$ cat config.mk
export PLATFORM = sky130hd
export DESIGN_NAME = xmem_bus_ctrl
export DESIGN_NICKNAME = d
export VERILOG_FILES = /design/src/rtl/xmem_pkg.sv /design/src/rtl/xmem_route.sv /design/src/rtl/xmem_seq.sv /design/src/rtl/xmem_pins.sv /design/src/rtl/xmem_bus_ctrl.sv
export SDC_FILE = /design/constraint.sdc
export NUM_CORES = 1
export LEC_CHECK = 0
export ABC_AREA = 0
export ABC_CLOCK_PERIOD_IN_PS = 1600
export BUFFER_PORTS_ARGS = -buffer_cell sky130_fd_sc_hd__buf_2
export CAP_MARGIN = 20
export CORE_MARGIN = 2
export CORE_UTILIZATION = 40
export DETAILED_ROUTE_END_ITERATION = 10
export PLACE_DENSITY = 0.66
export SETUP_SLACK_MARGIN = 0.1
export SLEW_MARGIN = 20
export SYNTH_ARGS = -nofsm -noshare
export SYNTH_HDL_FRONTEND = slang
export SYNTH_SLANG_ARGS = --single-unit
$ cat constraint.sdc
create_clock -name clk -period 1.6 [get_ports clk]
set_input_delay 0.24 -clock clk [delete_from_list [all_inputs] [get_ports clk]]
set_output_delay 0.24 -clock clk [all_outputs]
set_load 0.02 [all_outputs]
$ cat src/rtl/xmem_pkg.sv
// Package: shared operation codes and sequencer states for the external
// memory bus controller. Assumes a 2-bit operation field from the core.
package xmem_pkg;

    typedef enum logic [1:0] {
        OP_FETCH  = 2'd0,
        OP_DREAD  = 2'd1,
        OP_DWRITE = 2'd2,
        OP_RSVD   = 2'd3
    } xmem_op_e;

    typedef enum logic [2:0] {
        S_IDLE  = 3'd0,
        S_ADDR  = 3'd1,
        S_SETUP = 3'd2,
        S_STRB  = 3'd3,
        S_REC   = 3'd4,
        S_ROM   = 3'd5
    } xmem_state_e;

endpackage

$ cat src/rtl/xmem_route.sv
// Module: xmem_route
// Decides whether an incoming request is served by the internal ROM port
// or by the external bus. Only code fetches with the mode pin high and an
// address below the on-chip ROM size go to the ROM. Purely combinational;
// assumes the caller samples the result together with the request.
module xmem_route
    import xmem_pkg::*;
#(
    parameter int ADDR_W    = 16,
    parameter int ROM_BYTES = 4096
) (
    input  logic [1:0]        op,
    input  logic [ADDR_W-1:0] addr,
    input  logic              ea,
    output logic              use_rom
);
    localparam logic [ADDR_W-1:0] ROM_LIMIT = ADDR_W'(ROM_BYTES);

    // Route: code below the ROM limit with the mode pin high stays on chip.
    always_comb begin
        use_rom = (xmem_op_e'(op) == OP_FETCH) && ea && (addr < ROM_LIMIT);
    end
endmodule

$ cat src/rtl/xmem_seq.sv
// Module: xmem_seq
// Access sequencer. It accepts one request while idle and then steps
// through the address, optional write setup, strobe, and recovery phases,
// or it waits on the internal ROM handshake. It captures the returned byte
// and issues a one-cycle done pulse. Assumes STRB_LEN >= 1.
module xmem_seq
    import xmem_pkg::*;
#(
    parameter int ADDR_W   = 16,
    parameter int DATA_W   = 8,
    parameter int STRB_LEN = 2
) (
    input  logic              clk,
    input  logic              rst_n,
    input  logic              req_valid,
    input  logic [1:0]        req_op,
    input  logic [ADDR_W-1:0] req_addr,
    input  logic [DATA_W-1:0] req_wdata,
    input  logic              use_rom,
    input  logic [DATA_W-1:0] ad_in,
    input  logic              rom_ack,
    input  logic [DATA_W-1:0] rom_data,
    output xmem_state_e       state,
    output xmem_op_e          op_q,
    output logic [ADDR_W-1:0] addr_q,
    output logic [DATA_W-1:0] wdata_q,
    output logic [DATA_W-1:0] rdata,
    output logic              done
);
    localparam int              CNT_W    = (STRB_LEN > 1) ? $clog2(STRB_LEN) : 1;
    localparam logic [CNT_W-1:0] CNT_LAST = CNT_W'(STRB_LEN - 1);

    logic [CNT_W-1:0] cnt;
    logic             accept;

    // Acceptance: only in idle and only for a defined operation.
    always_comb begin
        accept = (state == S_IDLE) && req_valid && (xmem_op_e'(req_op) != OP_RSVD);
    end

    // Phase sequencing, request capture, read capture and done pulse.
    always_ff @(posedge clk) begin
        if (!rst_n) begin
            state   <= S_IDLE;
            op_q    <= OP_FETCH;
            addr_q  <= '0;
            wdata_q <= '0;
            rdata   <= '0;
            done    <= 1'b0;
            cnt     <= '0;
        end else begin
            done <= 1'b0;
            unique case (state)
                S_IDLE: begin
                    if (accept) begin
                        op_q    <= xmem_op_e'(req_op);
                        addr_q  <= req_addr;
                        wdata_q <= req_wdata;
                        state   <= use_rom ? S_ROM : S_ADDR;
                    end
                end
                S_ADDR: begin
                    cnt   <= '0;
                    state <= (op_q == OP_DWRITE) ? S_SETUP : S_STRB;
                end
                S_SETUP: begin
                    cnt   <= '0;
                    state <= S_STRB;
                end
                S_STRB: begin
                    if (cnt == CNT_LAST) begin
                        if (op_q != OP_DWRITE) begin
                            rdata <= ad_in;
                        end
                        done  <= 1'b1;
                        state <= S_REC;
                    end else begin
                        cnt <= cnt + 1'b1;
                    end
                end
                S_REC: begin
                    state <= S_IDLE;
                end
                S_ROM: begin
                    if (rom_ack) begin
                        rdata <= rom_data;
                        done  <= 1'b1;
                        state <= S_IDLE;
                    end
                end
                default: state <= S_IDLE;
            endcase
        end
    end

    // done is a single-cycle pulse.
    p_done_single_r11: assert property (@(posedge clk) disable iff (!rst_n)
        done |=> !done);

    // the captured address cannot change while an access is under way.
    p_busy_addr_stable_r11: assert property (@(posedge clk) disable iff (!rst_n)
        (state != S_IDLE) |=> $stable(addr_q));

    // the ROM request holds its address until acknowledged.
    p_rom_hold_r9: assert property (@(posedge clk) disable iff (!rst_n)
        (state == S_ROM && !rom_ack) |=> (state == S_ROM) && $stable(addr_q));
endmodule

$ cat src/rtl/xmem_pins.sv
// Module: xmem_pins
// Pin driver. It decodes the sequencer phase into the address latch
// strobe, the three memory strobes, the shared port drive and the ROM
// request. Outputs are decoded from registered state. The address latch
// phase and every strobe phase are separate states, so they cannot coincide.
module xmem_pins
    import xmem_pkg::*;
#(
    parameter int ADDR_W    = 16,
    parameter int DATA_W    = 8,
    parameter int ROM_BYTES = 4096
) (
    input  logic                         clk,
    input  logic                         rst_n,
    input  xmem_state_e                  state,
    input  xmem_op_e                     op_q,
    input  logic [ADDR_W-1:0]            addr_q,
    input  logic [DATA_W-1:0]            wdata_q,
    output logic [ADDR_W-DATA_W-1:0]     addr_hi,
    output logic [DATA_W-1:0]            ad_out,
    output logic                         ad_oe,
    output logic                         ale,
    output logic                         psen_n,
    output logic                         rd_n,
    output logic                         wr_n,
    output logic                         rom_req,
    output logic [$clog2(ROM_BYTES)-1:0] rom_addr
);
    localparam int ROM_AW = $clog2(ROM_BYTES);

    logic ext_busy;
    logic is_wr;

    // Phase classification used by every pin below.
    always_comb begin
        ext_busy = (state == S_ADDR) || (state == S_SETUP) ||
                   (state == S_STRB) || (state == S_REC);
        is_wr    = (op_q == OP_DWRITE);
    end

    // Address ports and latch strobe.
    always_comb begin
        ale     = (state == S_ADDR);
        addr_hi = ext_busy ? addr_q[ADDR_W-1:DATA_W] : '0;
    end

    // Shared port: low address in the latch phase, write byte from setup to recovery.
    always_comb begin
        if (state == S_ADDR) begin
            ad_out = addr_q[DATA_W-1:0];
            ad_oe  = 1'b1;
        end else if (is_wr && (state == S_SETUP || state == S_STRB || state == S_REC)) begin
            ad_out = wdata_q;
            ad_oe  = 1'b1;
        end else begin
            ad_out = '0;
            ad_oe  = 1'b0;
        end
    end

    // Memory strobes: one per operation, low only in the strobe phase.
    always_comb begin
        psen_n = !((state == S_STRB) && (op_q == OP_FETCH));
        rd_n   = !((state == S_STRB) && (op_q == OP_DREAD));
        wr_n   = !((state == S_STRB) && is_wr);
    end

    // Internal ROM request.
    always_comb begin
        rom_req  = (state == S_ROM);
        rom_addr = addr_q[ROM_AW-1:0];
    end

    // program and data strobes are mutually exclusive.
    p_strobe_excl_r4: assert property (@(posedge clk) disable iff (!rst_n)
        $countones({~psen_n, ~rd_n, ~wr_n}) <= 1);

    // the program strobe is high in the cycle before a data strobe falls.
    p_psen_before_data_r4: assert property (@(posedge clk) disable iff (!rst_n)
        ($fell(rd_n) || $fell(wr_n)) |-> $past(psen_n));

    // the address latch strobe never overlaps a memory strobe.
    p_ale_no_strobe_r5: assert property (@(posedge clk) disable iff (!rst_n)
        ale |-> (psen_n && rd_n && wr_n));

    // the shared port is released while a read or fetch strobe is low.
    p_read_hiz_r6: assert property (@(posedge clk) disable iff (!rst_n)
        (!rd_n || !psen_n) |-> !ad_oe);

    // write data is already driven, unchanged, when the write strobe falls.
    p_wr_setup_r7: assert property (@(posedge clk) disable iff (!rst_n)
        $fell(wr_n) |-> ($past(ad_oe) && ad_oe && $stable(ad_out)));

    // write data stays driven, unchanged, when the write strobe rises.
    p_wr_hold_r7: assert property (@(posedge clk) disable iff (!rst_n)
        $rose(wr_n) |-> (ad_oe && $stable(ad_out)));

    // no external activity while the internal ROM is being read.
    p_rom_quiet_r9: assert property (@(posedge clk) disable iff (!rst_n)
        rom_req |-> (!ale && psen_n && rd_n && wr_n && !ad_oe));
endmodule

$ cat src/rtl/xmem_bus_ctrl.sv
// Module: xmem_bus_ctrl (top)
// External memory bus controller with a multiplexed low address/data
// port. It connects the routing decision, the access sequencer and the pin
// driver. Assumes ADDR_W > DATA_W and ROM_BYTES a power of two that is no
// larger than the address space.
module xmem_bus_ctrl #(
    parameter int ADDR_W    = 16,
    parameter int DATA_W    = 8,
    parameter int ROM_BYTES = 4096,
    parameter int STRB_LEN  = 2
) (
    input  logic                         clk,
    input  logic                         rst_n,
    input  logic                         req_valid,
    input  logic [1:0]                   req_op,
    input  logic [ADDR_W-1:0]            req_addr,
    input  logic [DATA_W-1:0]            req_wdata,
    output logic                         done,
    output logic [DATA_W-1:0]            rdata,
    input  logic                         ea_pin,
    output logic                         rom_req,
    output logic [$clog2(ROM_BYTES)-1:0] rom_addr,
    input  logic                         rom_ack,
    input  logic [DATA_W-1:0]            rom_data,
    output logic [ADDR_W-DATA_W-1:0]     addr_hi,
    output logic [DATA_W-1:0]            ad_out,
    output logic                         ad_oe,
    input  logic [DATA_W-1:0]            ad_in,
    output logic                         ale,
    output logic                         psen_n,
    output logic                         rd_n,
    output logic                         wr_n
);
    import xmem_pkg::*;

    logic              use_rom;
    xmem_state_e       state;
    xmem_op_e          op_q;
    logic [ADDR_W-1:0] addr_q;
    logic [DATA_W-1:0] wdata_q;

    xmem_route #(.ADDR_W(ADDR_W), .ROM_BYTES(ROM_BYTES)) u_route (
        .op      (req_op),
        .addr    (req_addr),
        .ea      (ea_pin),
        .use_rom (use_rom)
    );

    xmem_seq #(.ADDR_W(ADDR_W), .DATA_W(DATA_W), .STRB_LEN(STRB_LEN)) u_seq (
        .clk       (clk),
        .rst_n     (rst_n),
        .req_valid (req_valid),
        .req_op    (req_op),
        .req_addr  (req_addr),
        .req_wdata (req_wdata),
        .use_rom   (use_rom),
        .ad_in     (ad_in),
        .rom_ack   (rom_ack),
        .rom_data  (rom_data),
        .state     (state),
        .op_q      (op_q),
        .addr_q    (addr_q),
        .wdata_q   (wdata_q),
        .rdata     (rdata),
        .done      (done)
    );

    xmem_pins #(.ADDR_W(ADDR_W), .DATA_W(DATA_W), .ROM_BYTES(ROM_BYTES)) u_pins (
        .clk      (clk),
        .rst_n    (rst_n),
        .state    (state),
        .op_q     (op_q),
        .addr_q   (addr_q),
        .wdata_q  (wdata_q),
        .addr_hi  (addr_hi),
        .ad_out   (ad_out),
        .ad_oe    (ad_oe),
        .ale      (ale),
        .psen_n   (psen_n),
        .rd_n     (rd_n),
        .wr_n     (wr_n),
        .rom_req  (rom_req),
        .rom_addr (rom_addr)
    );
endmodule

==> reports/results.tsv, run 1 <==
metric	value	unit
status	finished, violations left	
violations	setup timing	
vdd_drop_max	435	uV
synth_compound_area_share	25.3	%
cp-end-kind	output port	
grt.busiest_layer	met2	
preCtsSetupSlack	-0.0743	ns
clock_path_buffers	2	
synthTopCellsByArea	dfxtp_1 37%, a21oi_1 8.0%, mux2i_1 7.1%	
clk_latency	0.30	ns
rr_worst_depth	6	
syn_inst	249	
io_pins	90	
core_area	0.00511	mm^2
gr-usage-met1	27.2	%
syn_avg_cell_area	8.55	um^2
antenna_found_initial	0	
vias	2277	
synth_top_cell_by_area	dfxtp_1	
slowest_stage	dfxtp_2	
drc_errors	0	
drt_iter0_drc	95	
ys_types	39	
fp.dieH	76.9	um
r2r-end	u_seq.addr_q[8]	
holdPathStages	3	
area_growth	53.3	%
synth_edf_count	0	
crit_fanout	8	
root_buffer	clkbuf_8	
powerDensity	814	mW/mm^2
netlist_top_cells_count	39 x dfxtp_1, 34 x a21oi_1, 29 x nand3_1	
hold_ws	0.180	ns
grt_pass1_wl	9980	um
finalNetCount	384	
met3_usage	3.76	%
timing.final.ws_setup	-0.192	ns
yosysMostFrequentCell	dfxtp_1	
p_seq_share	41.0	%
via_per_inst	5.58	
worstPathArrival	1.55	ns
wire_per_inst	16.8	um
clk_pin_slew	0.08	ns
row_count	26	
synth_mux_area_share	7.05	%
dieArea	0.00592	mm^2
ys.warnings.count	0	
cts_tree	done	
clkPwrFrac	25.1	%
async_flop_share	0	%
grtUsageTotal	21.1	%
min_period	1.79	ns
rsz0062_at_grt	yes	
path_class	flop to output port	
period_share	112	%
synth_top_family_by_area	compound AO/OA/AOI/OAI gates	
post-synth-top-area-fraction	36.7	%
layout-drive-gt1-share	56.2	%
synthXorXnorAreaFrac	0.412	%
clock-sinks	39	
switchingPower	0.918	mW
hold_viol	0	
drv_cap	0	
p_leak	1.35	nW
ff2ff_setup_slack	0.03	ns
first_global_vias	2093	
max_slew.worst_pin.slew	0.844	ns
syn_nets	296	
ys_seq_area_share	36.7	%
grt_max_degree	27	
use_met2	34.3	%
crit_chain	nor3b_4 -> buf_12 -> mux2i_4 -> a21oi_4 -> buf_6	
yosys.area_share.simple	18.8	%
syn_area	0.00213	mm^2
hold_buffers	0	
hpwl	4330	um
routed_wl	6850	um
min_from	req_wdata[5]	
fmax	558	MHz
hold_class	input port to flop	
synth-seq-cells	39	
grt.overflow.total	0	
r2r_start	u_seq.state[2]	
setup_viol	19	
drv_slew	0	
crit_start	u_seq.state[1]	
cts_made_buffers	5	
fin_worst_skew	0.00963	ns
critPathMaxStageDelay	0.36	ns
power_frac_comb	33.8	%
synth_fa_ha_area_share	0	%
n_antenna_cell	0	
h-tree-depth	2	
swShare	34.5	%
p_int	1.74	mW
hold_path_end	u_seq.wdata_q[5]	
port_buffers	89	
initial_core_util	41.7	%
synth_ff_type	dfxtp_1	
relSlewSlack	43.7	%
cp_data_required_time	1.36	ns
ant_nets	0	
start_kind	flop	
dieWidth	76.9	um
place.gp.congestion	0.847	
dr.pass1.iters	4	
power groups by stage:
stage          Combinational [mW]  Sequential (mW)  Clock (mW)
2_1_floorplan               0.459             1.08           0
6_report                    0.899             1.09       0.668
5_1_grt                     0.958             1.10       0.718
4_1_cts                     0.746             1.08       0.680
3_5_place_dp                0.663             1.09           0
3_3_place_gp                0.659             1.09           0
worst max path at each step:
stage | to | slack, ns | cells after the start
floorplan | ad_out[0] | 0.07 | 4
global placement | addr_hi[3] | -0.07 | 4
detailed placement | addr_hi[6] | -0.07 | 4
CTS | ad_out[1] | -0.21 | 5
global route | addr_hi[6] | -0.25 | 5
finish | ad_out[6] | -0.19 | 5
layer usage:
layer	vias up	part of all wire (%)
met5	-	0
met3	23	6.2
met1	1066	40
li1	1085	-
met2	103	50
met4	0	3.4
critical path: cells and delay by family, from the launching register on:
kind	cells	cell delay, ns
compound gates	1	0.04
buf+inv	2	0.33
simple gates	1	0.25
flops	1	0.36
mux	1	0.27
cells by family after synthesis:
logic type	count (synthesis)
and+or+nand+nor	68
DFF	39
AOI/OAI and AO/OA	88
muxes	15
xor gates and xnor gates	1
buffers and inverters	38
per-stage QoR:
step | util (%) | setup TNS, ns | instance area, um^2 | total power, mW | cells
finish | 63.9 | -2.69 | 3260 | 2.66 | 408
global route | 63.9 | -4.23 | 3260 | 2.77 | 408
CTS | 58.5 | -2.62 | 2990 | 2.50 | 405
detailed placement | 53.0 | -0.516 | 2710 | 1.75 | 392
global placement | 53.0 | -0.535 | 2710 | 1.75 | 392
floorplan | - | 0 | 2240 | 1.54 | 249
registers in the layout, indices dropped and copies added, names as in the netlist:
signal,cells
u_seq.addr_q,16
u_seq.rdata,8
u_seq.wdata_q,8
u_seq.cnt,1
u_seq.done,1
u_seq.op_q,2
u_seq.state,3
layout by cell type, fill, tap and decap left out, drive strengths merged:
cell	synthesis	routed
inv	2	3
nor3	3	3
a21oi	34	34
and4b	1	1
nor2	2	2
o21ai	30	30
nand4b	1	1
o22ai	1	1
o21bai	1	1
clkbuf	10	8
nor4b	1	1
dfxtp	39	39
clkinv	1	2
buf	25	114
nand4	1	1
nor4	1	1
nand2	6	6
a211oi	10	10
a21boi	1	1
mux2i	15	15
a21bo	1	1
a31o	1	1
a311oi	8	8
or3	2	2
xnor2	1	1
o2bb2ai	1	1
nand3	29	29
and3	2	2
nand2b	1	1
nor2b	3	3
and4bb	1	1
and3b	1	1
and2	8	8
nand3b	2	2
nor3b	3	3
repair_timing:
item,CTS,global route
setup endpoints to repair,30,54
cloned,0,3
setup buffers,5,0
pin swaps,6,20
resized for setup,47,51
cell type report:
cell class | count | area [um^2]
clock buffers | 6 | 72.6
clock inverters | 2 | 11.3
fillers | 440 | 1840
inverters | 3 | 11.3
multi-input cells | 172 | 1470
flip-flops and latches | 39 | 795
well taps | 70 | 87.6
repair buffers | 116 | 820
Power figures use the tool's default switching activity.
==> inputs of run 2 (changes only) <==
--- a/config.mk
+++ b/config.mk
@@ -7,12 +7,12 @@
 export LEC_CHECK = 0
 export ABC_AREA = 0
 export ABC_CLOCK_PERIOD_IN_PS = 1600
-export BUFFER_PORTS_ARGS = -buffer_cell sky130_fd_sc_hd__buf_2
 export CAP_MARGIN = 20
 export CORE_MARGIN = 2
 export CORE_UTILIZATION = 40
 export DETAILED_ROUTE_END_ITERATION = 10
-export PLACE_DENSITY = 0.66
+export DONT_BUFFER_PORTS = 1
+export PLACE_DENSITY = 0.51
 export SETUP_SLACK_MARGIN = 0.1
 export SLEW_MARGIN = 20
 export SYNTH_ARGS = -nofsm -noshare
==> run 2 against run 1 <==
Net effect:
- the flow still finishes with violations (setup timing)
- sequential cell count stayed put
- largest cell class unchanged
- first-iteration DRC count is 11% higher
- register-to-register slack hardly changed
- cell area is 13% lower
- utilization is 8.6 points lower
==> reports/results.tsv, run 2 (same netlist as run 1, synthesis figures left out) <==
metric	value	unit
relSlewSlack	59.1	%
clk_pin_slew	0.08	ns
ff2ff_setup_slack	0.02	ns
clock-sinks	39	
layoutNonFillerInstCount	327	
drv_cap	0	
rr_worst_depth	6	
vias	1905	
hold_buffers	0	
grt_max_degree	27	
h-tree-depth	2	
grtUsageTotal	22.0	%
grt_pass1_wl	10300	um
p_leak	0.994	nW
final_common_cell	dfxtp_1	
max_slew.worst_pin.slew	0.613	ns
timing.final.ws_setup	-0.212	ns
cts_made_buffers	5	
io_pins	90	
dr.pass1.iters	4	
drv_slew	0	
status	finished, violations left	
drc_errors	0	
violations	setup timing	
initial_core_util	41.7	%
ant_nets	0	
cp_data_required_time	1.36	ns
hold_ws	0.0774	ns
rsz0062_at_grt	yes	
fmax	552	MHz
hold_class	input port to flop	
routed_wl	6360	um
r2r_start	u_seq.state[1]	
hpwl	4280	um
root_buffer	clkbuf_8	
hold_viol	0	
setup_viol	19	
clk_latency	0.30	ns
tns	-1.86	ns
n_antenna_cell	0	
fillers	457	
antenna_found_initial	0	
dieWidth	76.9	um
place.gp.congestion	0.907	
dieArea	0.00592	mm^2
min_period	1.81	ns
final_area	0.00282	mm^2
final_util	55.3	%
r2r-end	u_seq.rdata[1]	
crit_start	u_seq.state[2]	
wire_per_inst	19.4	um
area_growth	32.7	%
via_per_inst	5.83	
vdd_drop_max	606	uV
period_share	113	%
cts_tree	done	
grt.overflow.total	0	
top_regs	u_seq.addr_q: 16 flops, u_seq.rdata: 8 flops, u_seq.wdata_q: 8 flops	
layout-drive-gt1-share	40.1	%
fin_worst_skew	0.00797	ns
cp-end-kind	output port	
fp.dieH	76.9	um
crit_fanout	4	
crit_end	ad_out[0]	
first_global_vias	1951	
worstPathArrival	1.57	ns
placed_area	0.00229	mm^2
path_class	flop to output port	
port_buffers	0	
dpl.cell_count	305	
drt_iter0_drc	105	
layout_common_cells	34 x dfxtp_1, 28 x nand3_1, 27 x a21oi_1	
largest_register	u_seq.addr_q	
powerDensity	885	mW/mm^2
core_area	0.00511	mm^2
row_count	26	
start_kind	flop	
clock_path_buffers	2	
finalNetCount	303	
largest_reg_flops	16	
[run 2: cell types whose count changed in the layout (fill, tap and decap cells not counted), sizes merged]
| cell | change |
|---|---|
| inv | -1 |
| buf | -79 |
| clkinvlp | +1 |
| clkbuf | -3 |
| clkinv | +1 |
[run 2: final cells by class]
cell class / instances / area [um^2] / area share [%]
multi-input combinational: 172 / 1450 / 51.5
sequential: 39 / 792 / 28.0
timing repair buffer: 35 / 387 / 13.7
tap: 70 / 87.6 / 3.10
clock buffer: 5 / 68.8 / 2.44
clock inverter: 3 / 18.8 / 0.665
inverter: 3 / 16.3 / 0.576
[run 2: critical path, stage by stage, from the launching register on]
cell	delay, ns
dfxtp_4	0.37
buf_6	0.13
nor3b_4	0.22
buf_6	0.21
mux2i_4	0.27
a21oi_4	0.07
[run 2: how the worst min path moves through the flow]
stage	from	endpoint	slack [ns]	depth (start not counted)
floorplan	req_addr[0]	u_seq.addr_q[0]	0.39	2
finish	req_op[0]	u_seq.op_q[0]	0.08	2
detailed placement	req_addr[10]	u_seq.addr_q[10]	0.40	2
global placement	req_addr[6]	u_seq.addr_q[6]	0.39	2
CTS	req_addr[3]	u_seq.addr_q[3]	0.07	2
global route	req_addr[12]	u_seq.addr_q[12]	0.07	2
[run 2: metrics by stage]
step / total power, mW / setup slack (ns)
detailed placement: 1.65 / -0.0639
global placement: 1.64 / -0.0236
global route: 2.63 / -0.280
floorplan: 1.54 / 0.0656
CTS: 2.44 / -0.250
finish: 2.50 / -0.212
[run 2: per-layer routing]
| metal | part of all wire, % | vias to the layer above | wire length [um] | track usage [%] |
|---|---|---|---|---|
| met5 | 0 | - | 0 | 0 |
| met4 | 1.1 | 0 | 70 | 6.36 |
| met3 | 7.2 | 5 | 455 | 6.71 |
| met2 | 53 | 64 | 3340 | 39.4 |
| met1 | 39 | 917 | 2490 | 25.1 |
| li1 | - | 919 | - | - |
[run 2: repair_timing]
action	in CTS	in global routing
resized for setup	52	37
buffers inserted	9	7
pin swaps	11	9
endpoints found under the setup margin	30	43
gates cloned	0	0
[run 2: power by group]
group	internal, mW	switching [mW]
Clock	0.305	0.373
Sequential	1.02	0.0981
Combinational	0.320	0.379
